[src/rtl/dma_xfer_pkg.sv]
package dma_xfer_pkg;

    localparam int CFG_W = 32;

    typedef enum logic [2:0] {
        S_IDLE, S_CHECK, S_RD_WAIT, S_RD_BEAT, S_WR_WAIT, S_WR_BEAT, S_FINISH
    } xfer_state_e;

    typedef struct packed {
        logic [4:0] req;
        logic       fixed;
        logic [1:0] burst;
        logic [1:0] width;
    } side_cfg_t;

    // hi = 0 selects the source half, hi = 1 the destination half
    function automatic side_cfg_t side_of(input logic [CFG_W-1:0] c, input logic hi);
        logic [CFG_W-1:0] s;
        s = hi ? (c >> 16) : c;
        side_of.req   = s[4:0];
        side_of.fixed = s[5];
        side_of.burst = s[8:7];
        side_of.width = s[10:9];
    endfunction

    function automatic logic [2:0] width_bytes(input logic [1:0] w);
        case (w)
            2'd0:    width_bytes = 3'd1;
            2'd1:    width_bytes = 3'd2;
            default: width_bytes = 3'd4;
        endcase
    endfunction

    function automatic logic [6:0] burst_bytes(input side_cfg_t s);
        logic [3:0] beats;
        beats = (s.burst == 2'd2) ? 4'd8 : 4'd1;
        burst_bytes = 7'(beats) * 7'(width_bytes(s.width));
    endfunction

    function automatic logic code_bad(input side_cfg_t s);
        code_bad = (s.burst != 2'd0 && s.burst != 2'd2) || (s.width == 2'd3);
    endfunction

endpackage

[src/rtl/dma_addr_gen.sv]
module dma_addr_gen #(
    parameter int AW = 32
) (
    input  logic          clk,
    input  logic          rst_n,
    input  logic          load,
    input  logic [AW-1:0] load_addr,
    input  logic          step,
    input  logic          fixed,
    input  logic [2:0]    step_bytes,
    output logic [AW-1:0] addr
);

    always_ff @(posedge clk or negedge rst_n) begin
        if (!rst_n)
            addr <= '0;
        else if (load)
            addr <= load_addr;
        else if (step && !fixed)
            addr <= addr + AW'(step_bytes);
    end


    fixed_addr_hold_chk: assert property (@(posedge clk) disable iff (!rst_n)
        (fixed && !load) |=> $stable(addr));

endmodule

[src/rtl/dma_byte_stage.sv]
module dma_byte_stage #(
    parameter int DEPTH = 32
) (
    input  logic                     clk,
    input  logic                     wr_en,
    input  logic [$clog2(DEPTH)-1:0] wr_pos,
    input  logic [2:0]               wr_bytes,
    input  logic [31:0]              wr_data,
    input  logic [$clog2(DEPTH)-1:0] rd_pos,
    input  logic [2:0]               rd_bytes,
    output logic [31:0]              rd_data
);

    localparam int PW = $clog2(DEPTH);

    logic [7:0] mem [DEPTH];

    always_ff @(posedge clk) begin
        for (int b = 0; b < DEPTH; b++) begin
            if (wr_en && (PW'(PW'(b) - wr_pos) < PW'(wr_bytes)))
                mem[b] <= 8'(wr_data >> {PW'(PW'(b) - wr_pos), 3'b000});
        end
    end

    always_comb begin
        rd_data = '0;
        for (int k = 0; k < 4; k++) begin
            if (3'(k) < rd_bytes)
                rd_data[8*k +: 8] = mem[PW'(rd_pos + PW'(k))];
        end
    end

endmodule

[src/rtl/dma_xfer_engine.sv]
module dma_xfer_engine
    import dma_xfer_pkg::*;
#(
    parameter int AW          = 32,
    parameter int LEN_W       = 32,
    parameter int REQ_BITS    = 5,
    parameter int STAGE_BYTES = 32
) (
    input  logic                   clk,
    input  logic                   rst_n,
    input  logic                   start_i,
    input  logic [CFG_W-1:0]       cfg_i,
    input  logic [AW-1:0]          src_i,
    input  logic [AW-1:0]          dst_i,
    input  logic [LEN_W-1:0]       len_i,
    input  logic                   pause_i,
    input  logic [(1<<REQ_BITS)-1:0] drq_i,
    output logic                   bus_valid_o,
    output logic                   bus_write_o,
    output logic [AW-1:0]          bus_addr_o,
    output logic [1:0]             bus_size_o,
    output logic [31:0]            bus_wdata_o,
    input  logic                   bus_ready_i,
    input  logic [31:0]            bus_rdata_i,
    output logic                   busy_o,
    output logic                   done_o,
    output logic                   err_o,
    output logic [AW-1:0]          cur_src_o,
    output logic [AW-1:0]          cur_dst_o,
    output logic [LEN_W-1:0]       cur_cnt_o,
    output logic [CFG_W-1:0]       cur_cfg_o
);

    localparam int PW = $clog2(STAGE_BYTES);
    localparam int CW = PW + 2;

    xfer_state_e      state, state_nx;
    logic [CFG_W-1:0] cfg_q;
    logic [LEN_W-1:0] cnt_q;
    logic [CW-1:0]    chunk_q, rd_done, wr_done, chunk_nx;
    logic             err_q;

    side_cfg_t  sd [2];
    logic [2:0] wbytes [2];
    logic       side_rdy [2];
    logic [AW-1:0] side_addr [2];
    logic       hs, rd_last, wr_last, cfg_bad, load;
    logic [31:0] stage_out;

    assign sd[0] = side_of(cfg_q, 1'b0);
    assign sd[1] = side_of(cfg_q, 1'b1);
    assign cfg_bad = code_bad(sd[0]) || code_bad(sd[1]);
    assign hs      = bus_valid_o && bus_ready_i;
    assign load    = (state == S_IDLE) && start_i;
    assign rd_last = (rd_done + CW'(wbytes[0])) >= chunk_q;
    assign wr_last = (wr_done + CW'(wbytes[1])) >= chunk_q;
    assign chunk_nx = (cnt_q < LEN_W'(burst_bytes(sd[0]))) ? CW'(cnt_q)
                                                            : CW'(burst_bytes(sd[0]));

    for (genvar g = 0; g < 2; g++) begin : g_side
        assign wbytes[g]   = width_bytes(sd[g].width);
        assign side_rdy[g] = !sd[g].fixed || (sd[g].req == 5'd1) ||
                             drq_i[sd[g].req];
        dma_addr_gen #(.AW(AW)) u_addr (
            .clk       (clk),
            .rst_n     (rst_n),
            .load      (load),
            .load_addr ((g == 0) ? src_i : dst_i),
            .step      (hs && (bus_write_o == (g == 1))),
            .fixed     (sd[g].fixed),
            .step_bytes(wbytes[g]),
            .addr      (side_addr[g])
        );
    end

    dma_byte_stage #(.DEPTH(STAGE_BYTES)) u_stage (
        .clk     (clk),
        .wr_en   (state == S_RD_BEAT && hs),
        .wr_pos  (rd_done[PW-1:0]),
        .wr_bytes(wbytes[0]),
        .wr_data (bus_rdata_i),
        .rd_pos  (wr_done[PW-1:0]),
        .rd_bytes(wbytes[1]),
        .rd_data (stage_out)
    );

    // state register
    always_ff @(posedge clk or negedge rst_n) begin
        if (!rst_n) state <= S_IDLE;
        else        state <= state_nx;
    end

    always_comb begin
        state_nx = state;
        unique case (state)
            S_IDLE:    if (start_i) state_nx = S_CHECK;
            S_CHECK:   state_nx = (cfg_bad || cnt_q == '0) ? S_FINISH : S_RD_WAIT;
            S_RD_WAIT: if (!pause_i && side_rdy[0]) state_nx = S_RD_BEAT;
            S_RD_BEAT: if (hs && rd_last) state_nx = S_WR_WAIT;
            S_WR_WAIT: if (side_rdy[1]) state_nx = S_WR_BEAT;
            S_WR_BEAT: if (hs && wr_last)
                           state_nx = (cnt_q == LEN_W'(chunk_q)) ? S_FINISH : S_RD_WAIT;
            S_FINISH:  state_nx = S_IDLE;
            default:   state_nx = S_IDLE;
        endcase
    end

    // datapath registers
    always_ff @(posedge clk or negedge rst_n) begin
        if (!rst_n) begin
            cfg_q <= '0; cnt_q <= '0; err_q <= 1'b0;
            chunk_q <= '0; rd_done <= '0; wr_done <= '0;
        end else begin
            if (load) begin
                cfg_q <= cfg_i;
                cnt_q <= len_i;
                err_q <= 1'b0;
            end
            if (state == S_CHECK && cfg_bad) err_q <= 1'b1;
            if (state == S_RD_WAIT && state_nx == S_RD_BEAT) begin
                chunk_q <= chunk_nx;
                rd_done <= '0;
                wr_done <= '0;
            end
            if (state == S_RD_BEAT && hs) rd_done <= rd_done + CW'(wbytes[0]);
            if (state == S_WR_BEAT && hs) begin
                wr_done <= wr_done + CW'(wbytes[1]);
                if (wr_last) cnt_q <= cnt_q - LEN_W'(chunk_q);
            end
        end
    end

    // outputs
    always_comb begin
        bus_valid_o = (state == S_RD_BEAT) || (state == S_WR_BEAT);
        bus_write_o = (state == S_WR_BEAT);
        bus_addr_o  = bus_write_o ? side_addr[1] : side_addr[0];
        bus_size_o  = bus_write_o ? sd[1].width : sd[0].width;
        bus_wdata_o = bus_write_o ? stage_out : '0;
        busy_o      = (state != S_IDLE);
        done_o      = (state == S_FINISH);
        err_o       = err_q;
        cur_src_o   = side_addr[0];
        cur_dst_o   = side_addr[1];
        cur_cnt_o   = cnt_q;
        cur_cfg_o   = cfg_q;
    end


    bad_cfg_no_bus_chk: assert property (@(posedge clk) disable iff (!rst_n)
        bus_valid_o |-> !cfg_bad);


    done_single_chk: assert property (@(posedge clk) disable iff (!rst_n)
        done_o |=> !done_o);


    cnt_no_rise_chk: assert property (@(posedge clk) disable iff (!rst_n)
        (busy_o && $past(busy_o)) |-> (cur_cnt_o <= $past(cur_cnt_o)));


    pause_gate_chk: assert property (@(posedge clk) disable iff (!rst_n)
        ($rose(bus_valid_o) && !bus_write_o) |-> !$past(pause_i));


    busy_cfg_hold_chk: assert property (@(posedge clk) disable iff (!rst_n)
        (busy_o && $past(busy_o)) |-> $stable(cur_cfg_o));

endmodule

[config.mk]
export PLATFORM = sky130hd
export DESIGN_NAME = dma_xfer_engine
export DESIGN_NICKNAME = d
export VERILOG_FILES = /design/src/rtl/dma_xfer_pkg.sv /design/src/rtl/dma_addr_gen.sv /design/src/rtl/dma_byte_stage.sv /design/src/rtl/dma_xfer_engine.sv
export SDC_FILE = /design/constraint.sdc
export NUM_CORES = 1
export LEC_CHECK = 0
export BUFFER_PORTS_ARGS = -buffer_cell sky130_fd_sc_hd__buf_4
export CAP_MARGIN = 10
export CORE_MARGIN = 10
export CORE_UTILIZATION = 60
export CTS_CLUSTER_SIZE = 25
export DETAILED_ROUTE_END_ITERATION = 6
export PLACE_DENSITY = 0.86
export SLEW_MARGIN = 20
export SYNTH_ARGS = -nofsm -noshare
export SYNTH_HDL_FRONTEND = slang
export SYNTH_SLANG_ARGS = --single-unit
export TNS_END_PERCENT = 5
[constraint.sdc]
create_clock -name clk -period 12.3 [get_ports clk]
set_clock_uncertainty 0.1 [all_clocks]
set_input_delay 0 -clock clk [delete_from_list [all_inputs] [get_ports clk]]
set_output_delay 0 -clock clk [all_outputs]
set_load 0.05 [all_outputs]
; Word-level counts from Yosys, hierarchy flattened
; Memories as Yosys holds them, arrays and structs flattened.
; Index checks and enable logic that the tools add are counted.
[word_totals]
wordCells = 423
output_inout_bits = 199
inputBits = 197
regBits = 153
ram_bits = 256
rom_bits = 0
memories = 1
latch_bits = 0
[mem_list]
columns = name, words, word_bits, read_ports, rd_ports_with_merged_regs, wr, line_no
row1 = u_stage.mem, 32, 8, 4, 0, 4, dma_byte_stage.sv:16  ; logic [7:0] mem [DEPTH];
[op_classes]
add_sub_neg = 40
bitwise = 1
n_eq_ne = 17
magnitude_cmp = 41
shift = 32
div_mod_pow = 0
n_mux = 183
n_mul = 1
reduce_logical = 98
[ops]
columns = operator, n
row1 = >> shifter 32 x 8 -> 8 bit, 32
row2 = 2-to-1 mux 32 bit, 9
row3 = 2-to-1 mux 8 bit, 32
row4 = OR reduction 8 bit, 28
row5 = less-than comparator 5 x 3 -> 1 bit, 32
row6 = 2-to-1 mux 5 bit, 28
row7 = 2-to-1 mux 1 bit, 96
row8 = "subtractor 5 bit, first input constant", 16
row9 = adder 32 x 3 -> 32 bit, 2
row10 = logical AND 1 bit, 46
row11 = "subtractor 4 x 5 -> 5 bit, first input constant", 8
row12 = == test 32 x 7 -> 1 bit, 1
row13 = zero test 32 bit, 1
row14 = less-than comparator 32 x 7 -> 1 bit, 1
row15 = subtractor 32 x 7 -> 32 bit, 1
row16 = 2-to-1 mux 7 bit, 4
row17 = 2-to-1 mux 3 bit, 7
row18 = "subtractor 3 x 5 -> 5 bit, first input constant", 4
row19 = one-hot mux 3 bit (6 select lines), 1
row20 = adder 7 x 3 -> 7 bit, 2
row21 = >= comparator 7 bit, 2
row22 = nonzero test 2 bit, 7
row23 = "less-than comparator 5 x 6 -> 1 bit, second input constant", 2
row24 = one-hot mux 3 bit (2 select lines), 2
row25 = 23 further kinds, 49

; Longest topological paths before layout
[depth]
depth_word = 15
mapped_depth = 18

; Hierarchy
; A second synthesis with hierarchy kept.
[hier_totals]
cells_unflattened = 2776
hier_area_um2 = 30046.3
[by_module_without_submodules]
columns = mod, cells_per_inst, area_per_inst_um2, seq_area_each_um2, instances
row1 = dma_byte_stage, 1479, 19347.3, 7687.4, 1
row2 = dma_xfer_engine, 845, 6730.2, 2227.1, 1
row3 = dma_addr_gen, 226, 1984.4, 800.8, 2

; Worst setup path before layout
; OpenSTA, ideal clock, no wires.
[synth_path]
path_type = register to register
from = register cfg_q[26], in the netlist cur_cfg_o[26]
to = register cnt_q[9], in the netlist cur_cnt_o[9]
required_ps = 12036
path_stages_with_launch = 19
t_arrival_ps = 3820
setup_slack_ps = 8216
cell_sequence = dfrtp_1 and2b_1 inv_1 ha_1 xor2_1 inv_1 o21ai_0 nand2_1 xnor2_1 ha_1 a21oi_1 nor2b_1 or3_1 o21ai_1 clkbuf_1 nand2_1 buf_2 a21oi_1 a311oi_1
[synth_between]
elab_chain_len = 6
word_cells_on_any_way = 7
[synth_lines]
columns = item, line_no
row1 = start: declaration, dma_xfer_engine.sv:38  ; logic [CFG_W-1:0] cfg_q;
row2 = start signal: assignment, dma_xfer_engine.sv:115  ; cfg_q <= cfg_i;
row3 = == test 2 x 1 -> 1 bit / zero test 2 bit (equally long branches), dma_xfer_pkg.sv:27  ; case (w)
row4 = one-hot mux 3 bit (2 select lines) (*), dma_xfer_pkg.sv:27
row5 = adder 7 x 3 -> 7 bit (*), dma_xfer_engine.sv:56  ; assign wr_last = (wr_done + CW'(wbytes[1])) >= chunk_q;
row6 = >= comparator 7 bit (*), dma_xfer_engine.sv:56
row7 = 2-to-1 mux 32 bit (*), dma_xfer_engine.sv:128  ; if (wr_last) cnt_q <= cnt_q - LEN_W'(chunk_q);
row8 = 2-to-1 mux 32 bit (*), dma_xfer_engine.sv:126  ; if (state == S_WR_BEAT && hs) begin
row9 = end signal: assignment, dma_xfer_engine.sv:116  ; cnt_q <= len_i;
row10 = end signal: assignment, dma_xfer_engine.sv:128
row11 = end: declaration, dma_xfer_engine.sv:39  ; logic [LEN_W-1:0] cnt_q;
; Mark *: on every way between the ends. The rest lies on a longest branch, timed or not.
; A chain may end at the register's enable or synchronous reset.

; Worst setup path in the final report
[layout_path]
from = register wr_done[0]
to = output port bus_wdata_o[9]
[layout_between]
elab_chain_len = 4
[layout_lines]
columns = item, line_no
row1 = start: declaration, dma_xfer_engine.sv:40  ; logic [CW-1:0] chunk_q, rd_done, wr_done, chunk_nx;
row2 = start signal: assignment, dma_xfer_engine.sv:127  ; wr_done <= wr_done + CW'(wbytes[1]);
row3 = adder 5 x 1 -> 5 bit, dma_byte_stage.sv:29  ; rd_data[8*k +: 8] = mem[PW'(rd_pos + PW'(k))];
row4 = memory read (32 x 8 bit), n/a
row5 = 2-to-1 mux 8 bit, dma_byte_stage.sv:28  ; if (3'(k) < rd_bytes)
row6 = 2-to-1 mux 32 bit, dma_xfer_engine.sv:139  ; bus_wdata_o = bus_write_o ? stage_out : '0;
row7 = end: declaration, dma_xfer_engine.sv:22  ; output logic [31:0] bus_wdata_o,
; No other way between the ends.

==> metrics.md <==
| Metric | Value |
|---|---|
| Req. time, crit path | `about 12 ns` |
| Flop pwr share | `24.0%` |
| Int Pwr | `4670 uW` |
| IO Count | `~400` |
| Iter 0 DRT Violations | `4533` |
| Placed insts | `around 3400` |
| Total number of H-tree levels | `2` |
| Clock Latency Late Sink | `approximately 0.6 ns` |
| Via-per-instance ratio | `just over 7` |
| Fill count | `between 2000 and 3000` |
| Yosys cell types | `74` |
| First-pass GRT wire length | `roughly 170000 um` |
| Comb power frac | `roughly 61%` |
| Peak VDD IR | `326 uV` |
| Num CTS Buffers | `between 40 and 50` |
| Area fraction of the dominant cell type after synthesis | `between 20 and 30%` |
| Pleak | `roughly 0.013 uW` |
| Flop2flop setup slack | `~7.6 ns` |
| Fin area | `35000 um2` |
| Final setup TNS | `0 ns` |
| Gr usage total | `40.2%` |
| Net Switching | `between 4000 and 5000 uW` |
| TritonRoute pass-1 iters | `7` |
| Compound-Gate Fraction of Synth Area | `5.95%` |
| Critical path class | `reg -> out` |
| Syn Nets | `between 2000 and 3000` |
| Crit path max fanout | `80` |
| Wire per inst | `about 32 um` |
| Cell Pwr Density | `272 nW/um2` |
| Vias | `26100` |
| Final WL | `116000 um` |
| CP Launch Type | `flop` |
| Initial Utilization | `between 60% and 70%` |
| Hold path depth | `4` |
| FF-to-FF End | `cur_cnt_o[30]` |
| Register area share after synthesis | `approximately two fifths` |
| Area grow syn2layout | `24.2%` |
| Total grt overflow | `0` |
| Post-synth EDFFs | `roughly 260` |
| RSZ-0062 raised after global routing | `false` |
| Xor/xnor share of the synthesized area | `around 3.6%` |
| Synth cell count leaders | `nor2_1 (418), nand2_1 (415), mux4_2 (278)` |
| Area of the multi-input gates | `between 15000 and 20000 um2` |
| Initial antenna violation count | `3` |
| Vias in the first global route | `about 26000` |
| Maximum buffer depth of the clock tree | `3` |
| Post-DRT Antenna Nets | `0` |
| Launching point of the worst reg2reg path | `wr_done[0]` |
| PortBufs | `around 400` |
| Reg2reg path depth | `13` |
| DRC viols | `9` |
| Mapped Cells | `2537` |
| Yosys warning count | `0` |
| Adder-cell area share of the yosys netlist | `2.94%` |
| CTS tree | `yes` |
| Die area | `56000 um2` |
| Largest family of logic cells by synthesized area | `multiplexers` |
| Synth async-reset ratio | `between 30% and 40%` |
| Routability congestion estimate from global placement | `between 1 and 1.5` |
| Setup crit end kind | `output port` |
| Core Area | `46500 um2` |
| Synth Register Bits | `about 400` |
| Hold path start | `bus_rdata_i[29]` |
| Violated checks | `design-rule violations` |
| Detail Placement HPWL | `roughly 79000 um` |
| Clk sinks | `409` |
| Avg Inst Size Synth | `around 11 um2` |
| Worst slew pin tran | `about 1.3 ns` |
| Worst hold slack | `between 0.03 and 0.04 ns` |
| Achievable Freq | `193 MHz` |
| Max-slew headroom | `between 10% and 20%` |
| Worst Hold Path EP | `u_stage.mem[8][5]` |
| Net Sw Frac | `between 50% and 60%` |
| Arrival @ worst endpoint | `~5.1 ns` |
| Ranking of synthesized cells by area | `edfxtp_1 (27%), mux4_2 (22%), dfrtp_1 (14%)` |
| Chip width | `~240 um` |
| Layout Cells excl Fill | `roughly 3700` |
| Largest net degree at the start of global routing | `between 150 and 200` |
| Outcome | `finished with violations` |
| Sequential cell area | `11500 um2` |
| Max-cap violation count | `0` |
| Largest area contributor in the netlist | `edfxtp_1` |
| Post-CTS Repair Setup Buffers | `0` |
| Layout cells sized above 1 | `between 20% and 30%` |
| Die Height | `~240 um` |
| Final hold viol count | `0` |
| Nets | `approximately 3300` |
| Simple-gate share of the synthesized area | `around 15%` |
| Clock power share | `between 15 and 20%` |
| Mux share of post-synthesis cell area | `between 20 and 30%` |
| Final Setup Violations | `0` |
| Period minus WS final | `approximately 5.2 ns` |
| Hold/Removal Path Class | `in -> reg` |
| DP Area | `31700 um2` |
| Fin crit share | `between 40% and 50%` |
| Clock root buffer | `clkbuf_16` |
| Top FF cell, synth | `edfxtp_1` |
| Synthesized area | `28200 um2` |
| Count leader, synth | `nor2_1` |
| Pins Over Slew Limit | `0` |
| Cell Rows | `79` |
| Reg clk slew, reported paths | `roughly 0.060 ns` |
| Overall power | `9510 uW` |
per-layer routing:
metal	up-vias	track usage (%)	wire, um
met4	8	21.3	7840
met5	-	0	76
met2	2638	58.1	49600
met3	577	21.0	20700
met1	12500	48.2	38200
li1	10400	-	-
registers in the layout, indices dropped and copies added, names as in the netlist:
signal / count
g_side.u_addr.addr: 64
state: 3
cur_cnt_o: 32
wr_done: 7
cur_cfg_o: 32
err_o: 1
chunk_q: 7
rd_done: 7
u_stage.mem: 256
layout by cell type (no fill, tap or decap), drive strengths merged, types with 59 or more instances in the layout:
cell type      n
mux2i        150
buf          444
edfxtp       256
clkbuf        60
dfrtp        153
ha            59
mux4         278
a21oi         61
o21ai        111
dlygate4sd3  166
nor2         420
nand2        415
xnor2         61
cell families (layout without fill, tap and decap cells):
family / after synthesis / count (layout)
compound gates: 269 / 269
xor+xnor: 116 / 116
fa+ha+maj: 67 / 67
buf+inv: 212 / 741
flops: 409 / 409
mux: 440 / 440
other cells: 0 / 4
simple gates: 1024 / 1024
through the flow:
stage	utilization (%)	setup WS, ns
global route	75.3	6.94
floorplan	-	8.22
finish	75.3	7.13
global placement	68.2	7.90
detailed placement	68.2	7.76
CTS	75.1	7.16
worst max-delay path, stage by stage (launching register included):
cell and delay [ns]:
dfrtp_4 0.89, inv_1 0.18, ha_4 0.78, buf_4 0.88, mux4_2 0.43, mux4_2 0.46
mux2i_1 0.49, nor2_1 0.08, buf_4 0.21
area by class of cell:
cell class / count / share of cell area (%)
Clock inverter: 22 / 0.812
Sequential cell: 409 / 32.9
Multi-Input combinational cell: 1916 / 45.4
Tap cell: 607 / 2.17
Clock buffer: 60 / 3.59
Inverter: 49 / 0.526
Antenna cell: 4 / 0.0286
Timing Repair Buffer: 610 / 14.5
repair_timing:
action	CTS	global route
gates resized for setup	0	0
hold endpoints to repair	258	0
hold buffers	167	0
power groups by stage:
stage,combinational (uW),clock (uW),sequential (uW)
2_1_floorplan,3120,0,2740
3_3_place_gp,5290,0,2250
3_5_place_dp,5400,0,2260
4_1_cts,5530,1440,2240
5_1_grt,5960,1490,2310
6_report,5770,1460,2280
worst max-delay path by stage:
stage | startpoint | end | slack (ns) | cells past startpoint
after floorplan | cur_cfg_o[26] | cur_cnt_o[9] | 8.22 | 18
after detailed placement | wr_done[0] | cur_cnt_o[19] | 7.76 | 12
after CTS | wr_done[0] | bus_wdata_o[25] | 7.16 | 8
final | wr_done[0] | bus_wdata_o[9] | 7.13 | 8
after global placement | wr_done[0] | bus_wdata_o[25] | 7.90 | 8
after global routing | wr_done[0] | bus_wdata_o[9] | 6.94 | 8
Note: power is estimated with default switching activity, not from simulation.
